`config.mk`:
```
export PLATFORM = sky130hd
export DESIGN_NAME = evt_status_reg
export DESIGN_NICKNAME = d
export VERILOG_FILES = /design/src/rtl/evsr_pkg.sv /design/src/rtl/evsr_latch.sv /design/src/rtl/evsr_mask.sv /design/src/rtl/evsr_summary.sv /design/src/rtl/evt_status_reg.sv
export SDC_FILE = /design/constraint.sdc
export NUM_CORES = 1
export LEC_CHECK = 0
export BUFFER_PORTS_ARGS = -buffer_cell sky130_fd_sc_hd__buf_2
export CAP_MARGIN = 25
export CORE_UTILIZATION = 38
export CTS_CLUSTER_SIZE = 14
export DETAILED_ROUTE_END_ITERATION = 10
export HOLD_SLACK_MARGIN = 0.15
export PLACE_DENSITY = 0.85
export SLEW_MARGIN = 40
export SYNTH_ARGS = -nofsm -noshare
export SYNTH_HDL_FRONTEND = slang
export SYNTH_SLANG_ARGS = --single-unit
export TNS_END_PERCENT = 10
```
`constraint.sdc`:
```
create_clock -name clk -period 0.8 [get_ports clk]
set_input_delay 0.16 -clock clk [delete_from_list [all_inputs] [get_ports clk]]
set_output_delay 0.16 -clock clk [all_outputs]
set_load 0.01 [all_outputs]
```
`src/rtl/evsr_pkg.sv`:
```
package evsr_pkg;
  localparam int EV_W = 8;
  localparam int B_PWR = 7;
  localparam int B_SYN = 5;
  localparam int B_EXE = 4;
  localparam int B_DEV = 3;
  localparam int B_QRY = 2;
  localparam int B_OPC = 0;
  localparam logic [EV_W-1:0] IMPL_MASK = 8'b1011_1101;

  function automatic logic [EV_W-1:0] pack_events(logic pwr, logic syn, logic exe,
                                                  logic dev, logic qry, logic opc);
    logic [EV_W-1:0] v;
    v = '0;
    v[B_PWR] = pwr;
    v[B_SYN] = syn;
    v[B_EXE] = exe;
    v[B_DEV] = dev;
    v[B_QRY] = qry;
    v[B_OPC] = opc;
    return v;
  endfunction

  function automatic logic [EV_W-1:0] next_record(logic [EV_W-1:0] cur, logic drop,
                                                  logic [EV_W-1:0] setv);
    return ((drop ? '0 : cur) | setv) & IMPL_MASK;
  endfunction
endpackage

```
`src/rtl/evsr_latch.sv`:
```
module evsr_latch #(
  parameter int W = evsr_pkg::EV_W
) (
  input  logic         clk,
  input  logic         rst_n,
  input  logic [W-1:0] set_vec,
  input  logic         drop,
  output logic [W-1:0] q
);
  always_ff @(posedge clk or negedge rst_n) begin
    if (!rst_n) q <= '0;
    else        q <= evsr_pkg::next_record(q, drop, set_vec);
  end
endmodule

```
`src/rtl/evsr_mask.sv`:
```
module evsr_mask #(
  parameter int W = evsr_pkg::EV_W,
  parameter logic [W-1:0] KEEP = evsr_pkg::IMPL_MASK
) (
  input  logic         clk,
  input  logic         rst_n,
  input  logic         wr,
  input  logic [W-1:0] wdata,
  output logic [W-1:0] q
);
  always_ff @(posedge clk or negedge rst_n) begin
    if (!rst_n)  q <= '0;
    else if (wr) q <= wdata & KEEP;
  end
endmodule

```
`src/rtl/evsr_summary.sv`:
```
module evsr_summary #(
  parameter int W = evsr_pkg::EV_W
) (
  input  logic [W-1:0] ev,
  input  logic [W-1:0] en,
  output logic         hit
);
  logic [W-1:0] masked;
  for (genvar i = 0; i < W; i++) begin : g_and
    assign masked[i] = ev[i] & en[i];
  end
  assign hit = |masked;
endmodule

```
`src/rtl/evt_status_reg.sv`:
```
module evt_status_reg #(
  parameter int W = evsr_pkg::EV_W
) (
  input  logic         clk,
  input  logic         rst_n,
  input  logic         pwr_on_pulse,
  input  logic         syntax_err_pulse,
  input  logic         exec_err_pulse,
  input  logic         dev_err_pulse,
  input  logic         query_err_pulse,
  input  logic         op_done_pulse,
  input  logic         ev_rd,
  input  logic         clr_stb,
  input  logic         en_wr,
  input  logic [W-1:0] en_wdata,
  output logic [W-1:0] ev_rdata,
  output logic [W-1:0] en_rdata,
  output logic         summary
);
  logic [W-1:0] set_vec;
  logic         drop;
  logic [W-1:0] ev_q;
  logic [W-1:0] en_q;

  assign set_vec = evsr_pkg::pack_events(pwr_on_pulse, syntax_err_pulse, exec_err_pulse,
                                         dev_err_pulse, query_err_pulse, op_done_pulse);
  assign drop = ev_rd | clr_stb;

  evsr_latch #(.W(W)) u_latch (
    .clk(clk), .rst_n(rst_n), .set_vec(set_vec), .drop(drop), .q(ev_q)
  );

  evsr_mask #(.W(W)) u_mask (
    .clk(clk), .rst_n(rst_n), .wr(en_wr), .wdata(en_wdata), .q(en_q)
  );

  evsr_summary #(.W(W)) u_sum (
    .ev(ev_q), .en(en_q), .hit(summary)
  );

  assign ev_rdata = ev_q;
  assign en_rdata = en_q;
endmodule

```
==> metrics.md, run 1 <==
| Metric | Value |
|---|---|
| Clk slew on worst S/H paths | `approximately 0.08 ns` |
| Worst-skew pair later-pin latency | `between 0.2 and 0.3 ns` |
| IO Count | `36` |
| Worst flop-to-flop path endpoint | `u_mask.q[2]` |
| Leading area contributor after synthesis | `dfrtp_1` |
| Reg-to-reg startpoint | `u_mask.q[2]` |
| Row count | `12` |
| Setup TNS | `-4.65 ns` |
| First-pass GRT wire length | `~2.4 mm` |
| CP Cell Sequence | `a22oi_1 > nand3_1 > buf_2` |
| Vias per Instance | `around 5.0` |
| Register bit count reported by yosys | `12` |
| R2R depth | `2` |
| Initial Utilization | `between 40% and 50%` |
| Final WS setup | `-0.567 ns` |
| Initial antenna violation count | `0` |
| Mean Syn Cell Area | `about 15 µm²` |
| Max-Cap Viols | `0` |
| Hold EP | `u_mask.q[2]` |
| Library cells used by synthesis | `9` |
| DR iter-0 viols | `6` |
| Failing checks | `negative setup slack` |
| # port buffers | `29` |
| Post-synth EDFFs | `0` |
| Max Freq | `between 700 and 800 MHz` |
| Grt ovf | `0` |
| Fin cells | `between 90 and 100` |
| DRT antenna net count | `0` |
| WP data required | `approximately 0.64 ns` |
| Final core utilization | `approximately 80%` |
| # DRC | `0` |
| Setup-failing EPs final | `23` |
| Seq/Total Area, Yosys | `between 50% and 60%` |
| Fraction of layout instances using a drive strength above 1 | `between 60% and 70%` |
| Die footprint | `roughly 1500 µm²` |
| Hold path startpoint | `en_wdata[2]` |
| Largest net degree at the start of global routing | `13` |
| Post-route cell area | `roughly 920 µm²` |
| Clock sink total | `12` |
| Wire per inst | `19.1 µm` |
| Chip width | `roughly 39 µm` |
| RSZ-0062 raised after global routing | `true` |
| R2R Setup Slk | `-0.13 ns` |
| # hold bufs at CTS | `7` |
| Std-Cell Core Area | `between 1000 and 1500 µm²` |
| Tmin final | `approximately 1.4 ns` |
| Clk root buf | `clkbuf_4` |
| Diodes inserted | `0` |
| Post-DP Area | `between 700 and 800 µm²` |
| RePlAce Congestion | `between 0.6 and 0.7` |
| Peak supply drop | `1250 µV` |
| Final slew viol count | `0` |
| GRT Total Usage | `a little over a quarter` |
| Layout Nets | `about 100` |
| Post-Synthesis Cells | `35` |
| Min-delay worst type | `in -> reg` |
| Synth Cell Area | `roughly 510 µm²` |
| CP Class | `reg -> out` |
| Count of final hold-check violations | `0` |
| Main synth FF type | `dfrtp_1` |
| Areal power density over the cells | `1770 nW/µm²` |
| Post-synthesis async set-or-reset flop share | `100%` |
| Final wirelength | `about 1.9 mm` |
| Most frequent cells after synthesis | `12 x dfrtp_1, 6 x a21o_1, 6 x mux2_4` |
| Critical Path Fanout Max | `2` |
| Vias | `487` |
| Clock skew | `0 ns` |
| Fin crit share | `171%` |
| Height of the die | `a little under 40 µm` |
| Status | `finished, violations left` |
| Worst Setup End Kind | `primary output` |
| Placed Cells | `84` |
| Critical path arrival | `between 1 and 1.5 ns` |
| Slowest-stage cell, CP | `dfrtp_1` |
| Slowest stage delay, CP | `between 0.4 and 0.5 ns` |
| Top cell type's share of synthesized area | `between 50% and 60%` |
| CTS tree | `done` |
| 1st-pass router iterations | `4` |
| Top post-synthesis cells by area | `dfrtp_1 59%, mux2_4 18%, a21o_1 8.8%, buf_4 5.9%, a22oi_1 4.4%` |
| Final HPWL DP | `just under 800 µm` |
| Vias in the first global route | `roughly 500` |
| Layout area overhead | `80.0%` |
| Most numerous cell in the Yosys netlist | `dfrtp_1` |
| Min-Delay Path Depth | `2` |
| H-tree depth | `1` |
| Leakage power | `about 0.5 nW` |
| CTS Buf Count | `3` |
| Clk buf depth | `2` |
| YS warnings | `0` |
| CP startpoint kind | `flop` |
-- worst max-delay path, delay by kind of cell, from the launching register on --
family | cells | cell delay (ns)
AOI/OAI and AO/OA | 1 | 0.26
and+or+nand+nor | 1 | 0.10
buffers and inverters | 1 | 0.15
DFF | 1 | 0.42
-- final cells by class --
class                      count  area, µm²
multi-input combinational     21        191
sequential                    12        300
timing repair buffer          46        375
clock buffer                   4       36.3
tap                           14       17.5
fill                          66        250
-- repair_timing --
item                                    CTS  global route
hold endpoints to repair                 24             6
buffers inserted                          1             1
endpoints found under the setup margin   15            22
pin swaps                                 2             2
resized for setup                        14             5
-- power breakdown --
group	internal [mW]	total (mW)	switching (mW)
Sequential	0.657	0.712	0.0556
Combinational	0.263	0.425	0.162
Clock	0.277	0.496	0.219
Total	1.20	1.63	0.436
-- kinds of logic (layout without fill, tap and decap cells) --
group,after synthesis,in the layout,synth area share [%]
AOI/OAI and AO/OA,9,9,13.2
buffers and inverters,5,50,8.07
DFF,12,12,58.7
muxes,6,6,17.6
other,1,4,0.733
and+or+nand+nor,2,2,1.71
-- sequential cells by signal, indices dropped and copies added, names as in the netlist --
name / flops
u_latch.q: 6
u_mask.q: 6
-- per-stage QoR --
step,power [mW],hold slack (ns),setup WS (ns)
after floorplan,0.850,-0.136,-0.0850
after global placement,0.987,0.0449,-0.201
after detailed placement,0.992,0.0513,-0.165
after CTS,1.56,0.112,-0.454
after global routing,1.68,0.113,-0.589
final,1.63,0.113,-0.567
-- cell usage in the layout (no fill, tap or decap), types with 2 or more instances in the layout --
| cell type | count |
|---|---|
| buf_6 | 16 |
| buf_2 | 20 |
| dfrtp_1 | 12 |
| a21o_1 | 6 |
| a22oi_2 | 2 |
| buf_4 | 3 |
| conb_1 | 4 |
| mux2_4 | 6 |
| clkbuf_4 | 3 |
| dlygate4sd3_1 | 6 |
-- metal layers --
| layer | vias to the layer above | GRT usage, % | routed length [µm] |
|---|---|---|---|
| li1 | 209 | - | - |
| met1 | 250 | 32.0 | 808 |
| met2 | 28 | 40.4 | 887 |
| met3 | 0 | 12.1 | 156 |
| met4 | 0 | 10.3 | 0 |
| met5 | - | 0 | 0 |
-- worst max path at each step --
stage / to / depth (start not counted) / slack (ns) / from
2_1_floorplan: summary / 2 / -0.09 / u_mask.q[2]
6_report: summary / 3 / -0.57 / u_latch.q[0]
3_5_place_dp: summary / 3 / -0.16 / u_mask.q[0]
5_1_grt: summary / 3 / -0.59 / u_latch.q[0]
4_1_cts: summary / 3 / -0.45 / u_latch.q[2]
3_3_place_gp: summary / 3 / -0.20 / u_mask.q[0]
Note: power is estimated with default switching activity, not from simulation.
==> inputs of run 2 (changes only) <==
CORE_MARGIN = 2   (was not set)
==> run 2 against run 1 <==
Critical endpoint unchanged. The run still ends with negative setup slack left. Clock skew is the same. Largest power group unchanged. Setup slack improved by 0.10 ns. Clock-buffer cell count unchanged. First-iteration DRC count down 50%. Hold slack lost 0.031 ns. Total power shrank 1.9%.
==> metrics.md, run 2 (same netlist as run 1, synthesis figures left out) <==
| Metric | Value |
|---|---|
| Clock skew | `0 ns (unchanged)` |
| Fraction of layout instances using a drive strength above 1 | `62.7% (+1.2 points)` |
| Critical path buffers and inverters | `1 (unchanged)` |
| Count of final hold-check violations | `0 (unchanged)` |
| Die footprint | `1660 µm² (+11%)` |
| Clk slew on worst S/H paths | `0.07 ns (about the same)` |
| Failing checks | `negative setup slack` |
| Chip width | `40.7 µm (+5.2%)` |
| Final HPWL DP | `868 µm (+13%)` |
| Crit path max-delay family | `flip-flops` |
| WP data required | `0.64 ns (about the same)` |
| Most frequent cells in the layout | `19 x buf_2, 19 x buf_6, 12 x dfrtp_1, 6 x a21o_1, 6 x mux2_4` |
| Critical Path Fanout Max | `2 (unchanged)` |
| DRT antenna net count | `0 (unchanged)` |
| CP Cell Sequence | `a22oi_2 > nand3_1 > buf_2` |
| H-tree depth | `1 (unchanged)` |
| RePlAce Congestion | `0.617 (-6.6%)` |
| Areal power density over the cells | `1720 nW/µm² (-3.2%)` |
| # DRC | `0 (unchanged)` |
| Part of the power in the clock network | `29.2% (-1.2 points)` |
| CP startpoint kind | `flop` |
| RSZ-0062 raised after global routing | `true` |
| Share of power burned in registers | `44.1% (+0.5 points)` |
| Slowest-stage cell, CP | `dfrtp_1` |
| Setup TNS | `-4.22 ns (+0.436 ns)` |
| CP Class | `reg -> out` |
| Final WS setup | `-0.466 ns (+0.101 ns)` |
| Wire per inst | `14.2 µm (-26%)` |
| Fin cells | `98 (+1.0%)` |
| Filler cell count | `86 (+30%)` |
| Diodes inserted | `0 (unchanged)` |
| Peak supply drop | `1110 µV (-11%)` |
| Max-Cap Viols | `0 (unchanged)` |
| Area occupied by multi-input gates | `191 µm² (unchanged)` |
| Setup-failing EPs final | `20 (-13%)` |
| Final wirelength | `1.39 mm (-25%)` |
| Setup Slack @ Placement | `-0.198 ns (-0.0334 ns)` |
| Std-Cell Core Area | `1280 µm² (+9.7%)` |
| # port buffers | `29 (unchanged)` |
| Layout area overhead | `82.4%` |
| Height of the die | `40.7 µm (+5.2%)` |
| Biggest regs | `u_latch.q: 6 flops, u_mask.q: 6 flops` |
| 1st-pass router iterations | `2 (-2)` |
| Min-delay worst type | `in -> reg` |
| Final slew viol count | `0 (unchanged)` |
| CTS Buf Count | `3 (unchanged)` |
| Grt ovf | `0 (unchanged)` |
| Slowest stage delay, CP | `0.43 ns (about the same)` |
| Worst-skew pair later-pin latency | `0.26 ns (-0.02 ns)` |
| Logic gate share of total power | `26.7% (+0.7 points)` |
| Status | `finished, violations left` |
| CTS tree | `done` |
| First-pass GRT wire length | `2.00 mm (-18%)` |
| Clk root buf | `clkbuf_4` |
| Vias | `454 (-6.8%)` |
| DR iter-0 viols | `3 (-3)` |
| Leakage power | `0.504 nW (+1.1%)` |
| Placed Cells | `87 (+3.6%)` |
| Clock sink total | `12 (unchanged)` |
| # hold bufs at CTS | `6 (-1)` |
| Internal | `1.21 mW (+1.2%)` |
| Fin crit share | `158% (-13 points)` |
| Tmin final | `1.27 ns (-0.101 ns)` |
| Sw Share | `24.4% (-2.3 points)` |
| IO Count | `36 (unchanged)` |
| Initial antenna violation count | `0 (unchanged)` |
| GRT Total Usage | `19.5% (-6.9 points)` |
| Max Freq | `790 MHz (+8.0%)` |
| Register area | `300 µm² (unchanged)` |
| Initial Utilization | `39.8% (-3.9 points)` |
| Critical path arrival | `1.11 ns (-0.10 ns)` |
| Largest net degree at the start of global routing | `13 (unchanged)` |
| Switching power | `0.392 mW (-10%)` |
| Layout Nets | `103 (unchanged)` |
| Vias per Instance | `4.63 (-7.7%)` |
| Clk buf depth | `2 (unchanged)` |
| Vias in the first global route | `423 (-16%)` |
| Worst Setup End Kind | `primary output` |
| Row count | `13 (+1)` |
[run 2: changes by cell type in the layout (fill, tap and decap cells not counted)]
cell and delta:
buf_6 +3, dlygate4sd3_1 -1, buf_2 -1, buf_4 -1
[run 2: layout make-up]
cell class | instances | area share (%)
Clock buffer | 4 | 3.89
Timing Repair Buffer | 46 | 41.4
Multi-Input combinational cell | 21 | 20.5
Sequential cell | 12 | 32.2
Tap cell | 15 | 2.01
[run 2: path summary, 6_finish.rpt]
check                      depth (start not counted)  slack [ns]          start      endpoint
max in group asynchronous                          2        0.31          rst_n  u_latch.q[2]
min in group asynchronous                          2        0.29          rst_n   u_mask.q[0]
hold / removal                                     2        0.08  dev_err_pulse  u_latch.q[3]
hold reg to reg                                    1        0.58    u_mask.q[2]   u_mask.q[2]
setup / recovery                                   3       -0.47   u_latch.q[2]       summary
setup reg to reg                                   3       -0.22    u_mask.q[0]   u_mask.q[0]
[run 2: power groups by stage]
stage | clock network [mW] | logic [mW] | registers [mW]
finish | 0.468 | 0.428 | 0.706
detailed placement | 0 | 0.312 | 0.701
floorplan | 0 | 0.121 | 0.729
CTS | 0.473 | 0.417 | 0.698
global placement | 0 | 0.307 | 0.696
global route | 0.503 | 0.462 | 0.710
[run 2: through the flow]
| step | cell area, µm² | total power, mW | hold WS [ns] | utilization (%) |
|---|---|---|---|---|
| 6_report | 933 | 1.60 | 0.0826 | 72.6 |
| 5_1_grt | 933 | 1.67 | 0.100 | 72.6 |
| 4_1_cts | 918 | 1.59 | 0.0825 | 71.5 |
| 3_5_place_dp | 721 | 1.01 | 0.0414 | 56.1 |
| 3_3_place_gp | 721 | 1.00 | 0.0397 | 56.1 |
| 2_1_floorplan | 523 | 0.850 | -0.136 | - |
[run 2: metal layers]
metal / routed length, µm / global-route usage [%]
met1: 533 / 20.0
met5: 0 / 0
met3: 61 / 4.89
met2: 772 / 37.3
met4: 19 / 7.50
[run 2: what timing repair did]
item                                   CTS  global route
setup endpoints to repair               18            23
gates resized for setup                 20             2
buffers inserted                         0             1
gates cloned                             0             0
endpoints found under the hold margin   24             7
